[config.mk]
export PLATFORM = sky130hd
export DESIGN_NAME = wt_dcache
export DESIGN_NICKNAME = d
export VERILOG_FILES = /design/src/rtl/dc_pkg.sv /design/src/rtl/dc_store.sv /design/src/rtl/dc_policy.sv /design/src/rtl/wt_dcache.sv
export SDC_FILE = /design/constraint.sdc
export NUM_CORES = 1
export LEC_CHECK = 0
export BUFFER_PORTS_ARGS = -buffer_cell sky130_fd_sc_hd__buf_2
export CAP_MARGIN = 15
export CORE_AREA = 5 5 501 256
export DETAILED_ROUTE_END_ITERATION = 7
export DIE_AREA = 0 0 506 261
export HOLD_SLACK_MARGIN = 0.15
export SYNTH_ARGS = -nofsm -noshare
export SYNTH_HDL_FRONTEND = slang
export SYNTH_SLANG_ARGS = --single-unit
[constraint.sdc]
create_clock -name clk -period 6.9 [get_ports clk]
set_input_delay 0.69 -clock clk [delete_from_list [all_inputs] [get_ports clk]]
set_output_delay 0.69 -clock clk [all_outputs]
set_load 0.05 [all_outputs]
[src/rtl/dc_pkg.sv]
package dc_pkg;
  typedef enum logic [1:0] {
    ST_IDLE = 2'd0,
    ST_MEM  = 2'd1,
    ST_RESP = 2'd2
  } dc_state_e;

  // control word bit positions
  localparam int unsigned EN_BIT  = 8;
  localparam int unsigned FRZ_BIT = 9;
  localparam int unsigned WA_BIT  = 13;

  // data array written when the access completes
  function automatic logic want_update(input logic en, input logic frz,
                                       input logic wa, input logic is_write,
                                       input logic hit);
    return en && (hit || (!frz && (!is_write || wa)));
  endfunction

  // tag and valid written (new entry installed)
  function automatic logic want_alloc(input logic en, input logic frz,
                                      input logic wa, input logic is_write,
                                      input logic hit);
    return en && !hit && !frz && (!is_write || wa);
  endfunction
endpackage

[src/rtl/dc_store.sv]
module dc_store #(
  parameter int unsigned ENTRIES = 16,
  parameter int unsigned TAG_W   = 26,
  parameter int unsigned DATA_W  = 32,
  localparam int unsigned IDX_W  = $clog2(ENTRIES)
) (
  input  logic              clk,
  input  logic              rst_n,
  input  logic [IDX_W-1:0]  rd_idx,
  output logic              rd_valid,
  output logic [TAG_W-1:0]  rd_tag,
  output logic [DATA_W-1:0] rd_data,
  input  logic              wr_data_en,
  input  logic              wr_tag_en,
  input  logic [IDX_W-1:0]  wr_idx,
  input  logic [TAG_W-1:0]  wr_tag,
  input  logic [DATA_W-1:0] wr_data
);
  logic [ENTRIES-1:0] valid_q;
  logic [TAG_W-1:0]   tag_q  [ENTRIES];
  logic [DATA_W-1:0]  data_q [ENTRIES];

  for (genvar e = 0; e < ENTRIES; e++) begin : g_entry
    wire sel = (wr_idx == IDX_W'(e));
    always_ff @(posedge clk) begin
      if (!rst_n) begin
        valid_q[e] <= 1'b0;
      end else if (wr_tag_en && sel) begin
        valid_q[e] <= 1'b1;
      end
    end
    always_ff @(posedge clk) begin
      if (wr_tag_en && sel) tag_q[e] <= wr_tag;
      if (wr_data_en && sel) data_q[e] <= wr_data;
    end
  end

  assign rd_valid = valid_q[rd_idx];
  assign rd_tag   = tag_q[rd_idx];
  assign rd_data  = data_q[rd_idx];
endmodule

[src/rtl/dc_policy.sv]
module dc_policy
  import dc_pkg::*;
(
  input  logic en,
  input  logic frz,
  input  logic wa,
  input  logic is_write,
  input  logic hit,
  output logic upd,
  output logic alloc
);
  always_comb begin
    upd   = want_update(en, frz, wa, is_write, hit);
    alloc = want_alloc(en, frz, wa, is_write, hit);
  end
endmodule

[src/rtl/wt_dcache.sv]
module wt_dcache
  import dc_pkg::*;
#(
  parameter int unsigned ADDR_W  = 32,
  parameter int unsigned DATA_W  = 32,
  parameter int unsigned ENTRIES = 16,
  parameter int unsigned CTRL_W  = 16
) (
  input  logic              clk,
  input  logic              rst_n,
  input  logic              ctrl_wr,
  input  logic [CTRL_W-1:0] ctrl_wdata,
  output logic [CTRL_W-1:0] ctrl_rdata,
  input  logic              req_valid,
  input  logic              req_write,
  input  logic [ADDR_W-1:0] req_addr,
  input  logic [DATA_W-1:0] req_wdata,
  output logic              req_ready,
  output logic [DATA_W-1:0] rsp_rdata,
  output logic              mem_valid,
  output logic              mem_write,
  output logic [ADDR_W-1:0] mem_addr,
  output logic [DATA_W-1:0] mem_wdata,
  input  logic              mem_ready,
  input  logic [DATA_W-1:0] mem_rdata
);
  localparam int unsigned OFF_W = $clog2(DATA_W / 8);
  localparam int unsigned IDX_W = $clog2(ENTRIES);
  localparam int unsigned TAG_W = ADDR_W - IDX_W - OFF_W;
  localparam logic [CTRL_W-1:0] CTRL_MASK =
    (CTRL_W'(1) << EN_BIT) | (CTRL_W'(1) << FRZ_BIT) | (CTRL_W'(1) << WA_BIT);

  function automatic logic [IDX_W-1:0] idx_of(input logic [ADDR_W-1:0] a);
    return a[OFF_W +: IDX_W];
  endfunction

  function automatic logic [TAG_W-1:0] tag_of(input logic [ADDR_W-1:0] a);
    return a[ADDR_W-1 -: TAG_W];
  endfunction

  dc_state_e         state_q;
  logic [CTRL_W-1:0] ctrl_q;
  logic              lat_write;
  logic [ADDR_W-1:0] lat_addr;
  logic [DATA_W-1:0] lat_wdata;
  logic [DATA_W-1:0] rsp_q;

  // named internal events
  wire st_idle  = (state_q == ST_IDLE);
  wire st_mem   = (state_q == ST_MEM);
  wire ctrl_en  = ctrl_q[EN_BIT];
  wire ctrl_frz = ctrl_q[FRZ_BIT];
  wire ctrl_wa  = ctrl_q[WA_BIT];
  wire mem_done = st_mem && mem_ready;

  logic [ADDR_W-1:0] look_addr;
  logic              rd_valid;
  logic [TAG_W-1:0]  rd_tag;
  logic [DATA_W-1:0] rd_data;
  logic              lookup_hit;
  logic              pol_upd, pol_alloc;
  logic              upd_en, upd_alloc;

  assign look_addr  = st_idle ? req_addr : lat_addr;
  assign lookup_hit = rd_valid && (rd_tag == tag_of(look_addr));
  assign upd_en     = mem_done && pol_upd;
  assign upd_alloc  = mem_done && pol_alloc;

  dc_store #(
    .ENTRIES (ENTRIES),
    .TAG_W   (TAG_W),
    .DATA_W  (DATA_W)
  ) i_store (
    .clk        (clk),
    .rst_n      (rst_n),
    .rd_idx     (idx_of(look_addr)),
    .rd_valid   (rd_valid),
    .rd_tag     (rd_tag),
    .rd_data    (rd_data),
    .wr_data_en (upd_en),
    .wr_tag_en  (upd_alloc),
    .wr_idx     (idx_of(lat_addr)),
    .wr_tag     (tag_of(lat_addr)),
    .wr_data    (lat_write ? lat_wdata : mem_rdata)
  );

  dc_policy i_policy (
    .en       (ctrl_en),
    .frz      (ctrl_frz),
    .wa       (ctrl_wa),
    .is_write (lat_write),
    .hit      (lookup_hit),
    .upd      (pol_upd),
    .alloc    (pol_alloc)
  );

  always_ff @(posedge clk) begin
    if (!rst_n) begin
      ctrl_q <= '0;
    end else if (ctrl_wr) begin
      ctrl_q <= ctrl_wdata & CTRL_MASK;
    end
  end

  always_ff @(posedge clk) begin
    if (!rst_n) begin
      state_q   <= ST_IDLE;
      lat_write <= 1'b0;
      lat_addr  <= '0;
      lat_wdata <= '0;
      rsp_q     <= '0;
    end else begin
      unique case (state_q)
        ST_IDLE: if (req_valid) begin
          lat_write <= req_write;
          lat_addr  <= req_addr;
          lat_wdata <= req_wdata;
          if (!req_write && ctrl_en && lookup_hit) begin
            rsp_q   <= rd_data;
            state_q <= ST_RESP;
          end else begin
            state_q <= ST_MEM;
          end
        end
        ST_MEM: if (mem_ready) begin
          if (!lat_write) rsp_q <= mem_rdata;
          state_q <= ST_RESP;
        end
        default: state_q <= ST_IDLE;
      endcase
    end
  end

  assign ctrl_rdata = ctrl_q;
  assign req_ready  = (state_q == ST_RESP);
  assign rsp_rdata  = rsp_q;
  assign mem_valid  = st_mem;
  assign mem_write  = lat_write;
  assign mem_addr   = lat_addr;
  assign mem_wdata  = lat_wdata;
endmodule

# After elaboration in Yosys (flattened, before gate mapping)
# Memories as Yosys holds them, arrays and structs flattened.
# Index checks and enable logic that the tools add are counted.
classes:
  n_lt_le_gt_ge: 1
  eq_ne: 22
  reduce_logical: 85
  muxes: 167
ops:
  columns: ["cell", "count"]
  rows:
  - ["two-way mux 32 bit", 21]
  - ["OR reduction 32 bit", 15]
  - ["two-way mux 26 bit", 15]
  - ["OR reduction 26 bit", 15]
  - ["two-way mux 4 bit", 30]
  - ["two-way mux 1 bit", 95]
  - ["case mux 32 bit (2 select lines)", 1]
  - ["logical AND 1 bit", 43]
  - ["== test 4 bit (second input constant)", 8]
  - ["== test 26 bit", 1]
  - ["== test 4 x 3 -> 1 bit (second input constant)", 4]
  - ["== test 4 x 2 -> 1 bit (second input constant)", 2]
  - ["two-way mux 2 bit", 3]
  - ["inequality test 2 bit (second input constant)", 3]
  - ["< comparator 4 x 5 -> 1 bit (second input constant)", 1]
  - ["AND reduction 5 bit", 1]
  - ["binary-select mux 1 bit (select 4 bit)", 1]
  - ["== test 4 x 1 -> 1 bit (second input constant)", 1]
  - ["zero test 1 bit", 4]
  - ["zero test 4 bit", 1]
  - ["case mux 2 bit (2 select lines)", 1]
  - ["AND reduction 2 bit", 2]
  - ["== test 2 x 1 -> 1 bit (second input constant)", 1]
  - ["== test 2 bit (second input constant)", 1]
  - ["4 further kinds", 5]
totals:
  ff_bits: 118
  word_cells: 299
  mem_bits_rw: 928
  memories: 2
  input_bits: 118
mem_list:
  columns: ["memory", "words", "width", "read_ports", "rd_clocked_by_memory_dff", "write_ports", "line_no", "source"]
  rows:
  - ["i_store.data_q", 16, 32, 1, 0, 1, "dc_store.sv:21", "logic [DATA_W-1:0] data_q [ENTRIES];"]
  - ["i_store.tag_q", 16, 26, 1, 0, 1, "dc_store.sv:20", "logic [TAG_W-1:0] tag_q [ENTRIES];"]

# Longest topological paths before layout
depth:
  depth_word: 29
  depth_mapped: 19
  mapped_depth_nobuf: 11

# By module
# A second synthesis with hierarchy kept.
unflattened:
  hier_cells: 2186
  area_unflattened_um2: 40990.6
modules_own_cells:
  columns: ["mod", "cells_each", "instances", "area_each_um2"]
  rows:
  - ["dc_store", 1505, 1, 35342.6]
  - ["wt_dcache", 676, 1, 5605.4]
  - ["dc_policy", 5, 1, 42.5]

# Least setup slack after synthesis
# No wires, ideal clock.
synth_timing:
  path_type: "input port to flip-flop"
  from: "input port req_addr[2]"
  to: "memory i_store.data_q[1][0], enable pin"
  setup_time_ns: 0.461
  stages: 14
  t_arrival_ns: 5.857
  slack_ns: 0.582
  cell_sequence: "or3b_1 buf_6 nand2_8 mux2_2 a2111oi_0 mux2i_1 o2111ai_1 a2111oi_1 nand4_1 nor4_2 buf_4 nor2_2 buf_2 nor3_1"
synth_via:
  elab_chain_cells: 26
  word_cells_on_any_way: 102
  cone_classes: "eq/ne (1); mux (65); reduce/logical (35); memory (1)"
synth_lines:
  columns: ["element", "line_no", "source"]
  rows:
  - ["start, declared", "wt_dcache.sv:16", "input logic [ADDR_W-1:0] req_addr,"]
  - ["two-way mux 32 bit (*)", "wt_dcache.sv:64", "assign look_addr = st_idle ? req_addr : lat_addr;"]
  - ["memory read (16 x 26 bit) / binary-select mux 1 bit (select 4 bit) (equally long branches)", null, null]
  - ["== test 26 bit / two-way mux 1 bit (equally long branches)", "wt_dcache.sv:65, dc_store.sv:38", null]
  - ["logical AND 1 bit (*)", "wt_dcache.sv:65", "assign lookup_hit = rd_valid && (rd_tag == tag_of(look_addr));"]
  - ["logical OR 1 bit (*)", "dc_pkg.sv:17", "return en && (hit || (!frz && (!is_write || wa)));"]
  - ["logical AND 1 bit (*)", "dc_pkg.sv:17", null]
  - ["logical AND 1 bit (*)", "wt_dcache.sv:66", "assign upd_en = mem_done && pol_upd;"]
  - ["logical AND 1 bit", "dc_store.sv:34", "if (wr_data_en && sel) data_q[e] <= wr_data;"]
  - ["two-way mux 1 bit", "dc_store.sv:34", null]
  - ["two-way mux 1 bit (not written as such)", "dc_store.sv:34", null]
  - ["OR reduction 32 bit (no line)", null, null]
  - ["two-way mux 4 bit (no line) / two-way mux 1 bit (equally long branches) (15 in series)", null, null]
  - ["end, declared", "dc_store.sv:21", null]
# Every way passes the cells marked *; elsewhere a longest branch is shown, timed or not. The select of a mux whose other input is x is not followed.

# Worst setup path in the final report
layout_timing:
  from: "register state_q[0]"
  to: "memory i_store.data_q[12][30], enable pin"
layout_via:
  elab_chain_cells: 27
  word_cells_on_any_way: 105
  cone_classes: "eq/ne (2); mux (65); reduce/logical (37); memory (1)"
layout_lines:
  columns: ["element", "line_no", "source"]
  rows:
  - ["start, declared", "wt_dcache.sv:41", "dc_state_e state_q;"]
  - ["start signal, assigned", "wt_dcache.sv:107", "state_q <= ST_IDLE;"]
  - ["start signal, assigned", "wt_dcache.sv:120", "state_q <= ST_RESP;"]
  - ["start signal, assigned", "wt_dcache.sv:122", "state_q <= ST_MEM;"]
  - ["zero test 2 bit", "wt_dcache.sv:49", "wire st_idle = (state_q == ST_IDLE);"]
  - ["two-way mux 32 bit", "wt_dcache.sv:64", null]
  - ["memory read (16 x 26 bit) / binary-select mux 1 bit (select 4 bit) (equally long branches)", null, null]
  - ["== test 26 bit / two-way mux 1 bit (equally long branches)", "wt_dcache.sv:65, dc_store.sv:38", null]
  - ["logical AND 1 bit", "wt_dcache.sv:65", null]
  - ["logical OR 1 bit", "dc_pkg.sv:17", null]
  - ["logical AND 1 bit", "dc_pkg.sv:17", null]
  - ["logical AND 1 bit (*)", "wt_dcache.sv:66", null]
  - ["logical AND 1 bit", "dc_store.sv:34", null]
  - ["two-way mux 1 bit", "dc_store.sv:34", null]
  - ["two-way mux 1 bit (not written as such)", "dc_store.sv:34", null]
  - ["OR reduction 32 bit (no line)", null, null]
  - ["two-way mux 4 bit (no line) / two-way mux 1 bit (equally long branches) (15 in series)", null, null]
# Marks and branches as above.

==> run metrics <==
outcome finished clean; Max-Slew Margin vs Limit 28.9%; Total Nets Final 3501; full die area 132000 sq um; clock latency on the worst-skew pair 0.72 ns; Least-Margin Pin Slew 1.07 ns; Clock Tree Buf Depth 3; setup TNS 0 ns; Die Ht 261 microns; main flop type after synthesis edfxtp_1; largest cells by area after synthesis edfxtp_1, nand2_1, dfxtp_1; mean post-synth cell area 13.3 sq um; share of cells above drive strength 1 16.0%; drt via density 5.38; total track usage 18.1%; Peak Freq 162 MHz; Post-CTS Setup Repair Bufs 0; H-Tree Depth 3; Post-route DRC 0; post-synth top area share 65.2%; initial antenna violation count 2; fin crit period 6.18 ns; max-slew violation count 0; final worst path period share 89.5%; effective utilization at floorplan 34.4%; pwr dens 284 nW/um^2; via count 27500; Worst-path clk slew 0.07 ns; Routed Antenna Nets 0; CP startpoint kind register; Die X 506 microns; final hold vios 0; First-pass DRT Iterations 5; first-pass GRT wire length 179000 microns; crit path kind reg -> reg; final clock skew 0.0390 ns; via count of the first global-routing pass 25800; drt total wl 123000 microns; pre-CTS setup slack 0.669 ns; largest net degree at the start of global routing 172; clk root buf clkbuf_16; Syn-to-layout area delta 14.9%; GR Layer Usage met2 25.4%; CP Capture Type register; CTS sink count 1046; Static Leak 0.0167 uW; WL/cell 24.0 microns; async set-reset flop share out of synthesis 0%; fin util 39.6%; Detailed Place HPWL 68600 microns; met3 Resource Use GR 4.36%; # rows 92; Synth Instances 3224; sequential cell area fraction in the yosys report 70.7%; busiest grt layer met1; number of buffers added on ports 206; EDFF count, synth 928; unrepaired setup endpoints after global routing no; placer congestion estimate 0.777; I/O pin count 233; Worst EP required 7.26 ns; Worst Path Arrival 6.54 ns; max_cap viols 0; final setup vio count 0; final non-filler cell total 5111; Yosys cell types 70; Seq cells post-synth 1046; Mapped Area 42700 sq um; fill cell count 11500; biggest area consumer among synthesized cells edfxtp_1; PnR worst setup slack 0.722 ns; Max FO, Critical Path 109; sequential cell area 30200 sq um; Yosys warnings 0; initial drt markers 2794; Core Region 124000 sq um; dpl cells 4929; Hold Buf Count CTS 0; grt met1 use 28.2%; CTS tree yes; Post-CTS Resized 0; Num CTS Buffers 96; multi-input combinational cell area 11700 sq um; gr ovfl total 0; Hold WC Path Type in -> reg; worst vdd rail ir drop 205 uV
[critical path, stage by stage, from the launching register on]
cell and delay [ns]:
dfxtp_1 0.57, or3b_2 0.66, nand2_8 0.25, buf_12 0.51
mux2_2 0.42, a2111oi_0 0.90, buf_4 0.24, xnor2_1 0.11
nand4_1 0.12, o31ai_1 0.26, nand4_1 0.34, nor4_4 0.46
nor2_2 0.26, nor3_2 0.24, buf_12 0.30
[final cells by class]
cell class                      instances  share of cell area, %
Antenna cell                            2                 0.0102
Multi-Input combinational cell       1935                   23.8
Tap cell                             1645                   4.19
Timing Repair Buffer                  300                   4.10
Clock inverter                         66                   1.31
Inverter                                4                 0.0306
Sequential cell                      1046                   61.5
Clock buffer                          113                   5.06
[through the flow]
step,hold WS (ns),instance area [sq um],total power [uW]
3_3_place_gp,0.440,46000,8680
5_1_grt,0.172,49100,14400
3_5_place_dp,0.447,46000,8690
6_report,0.219,49100,13900
2_1_floorplan,0.433,42800,8150
4_1_cts,0.167,49100,14000
[sequential cells by signal, summed over array words and instances (netlist names)]
name and count:
i_store.valid_q 16, i_store.data_q 512, rsp_rdata 32, mem_wdata 32, i_store.tag_q 416, mem_addr 32, state_q 2, mem_write 1
ctrl_rdata 3
[metal layers]
layer  routed length (microns)  share of wire (%)
met5                        13              0.011
met4                      2180                1.8
met3                     11000                9.0
met2                     51700                 42
met1                     58000                 47
[cells in the final DEF (no fill, tap or decap), types with 18 or more instances in the layout]
| cell | count |
|---|---|
| clkbuf_16 | 97 |
| buf_12 | 20 |
| edfxtp_1 | 928 |
| nor3_1 | 40 |
| nand3_1 | 125 |
| nor2_1 | 27 |
| mux2_2 | 56 |
| nand2_1 | 752 |
| a21boi_0 | 65 |
| mux2i_1 | 171 |
| a21oi_1 | 64 |
| clkinv_1 | 26 |
| o21a_1 | 18 |
| and3_1 | 104 |
| dfxtp_1 | 117 |
| o21ai_0 | 90 |
| buf_2 | 205 |
| a311oi_1 | 130 |
| buf_4 | 73 |
| o211ai_1 | 46 |
| o22ai_1 | 50 |
[path summary, 6_finish.rpt]
path	start	endpoint	cells past startpoint	slack [ns]
max	state_q[0]	i_store.data_q[12][30]	14	0.72
min	req_wdata[22]	mem_wdata[22]	3	0.22
max reg2reg	state_q[0]	i_store.data_q[12][30]	14	0.72
min reg2reg	rsp_rdata[13]	rsp_rdata[13]	2	0.46
[cell usage after synthesis, types with 8 or more instances]
library cell	instances
a21oi_1	64
buf_1	24
and3_1	104
nor2b_1	8
buf_2	23
xor2_1	8
o211ai_1	46
o21ai_0	90
a2111oi_0	16
mux2i_1	173
clkbuf_1	167
buf_6	10
o21a_1	18
or4_1	9
nor3_1	56
mux2_2	57
a311oi_1	130
nor4_1	26
nand2_1	753
buf_4	27
a211oi_1	11
a21boi_0	65
edfxtp_1	928
nand3_1	126
dfxtp_1	118
nor2_1	28
o22ai_1	50
[cells by family (layout without fill, tap and decap cells)]
group           Yosys count  in the layout  synth area share (%)
flops                  1046           1046                  70.7
mux                     231            231                  5.61
simple gates           1146           1146                  11.8
compound gates          530            530                  8.83
buf+inv                 255            483                  2.72
other cells               1             15               0.00877
xor+xnor                 15             15                 0.307
[power breakdown]
part | leakage [uW] | switching (uW) | internal (uW)
sequential | 0.00913 | 80.6 | 6960
combinational | 0.00601 | 1080 | 449
clock | 0.00151 | 2460 | 2910
Note: power is estimated with default switching activity, not from simulation.
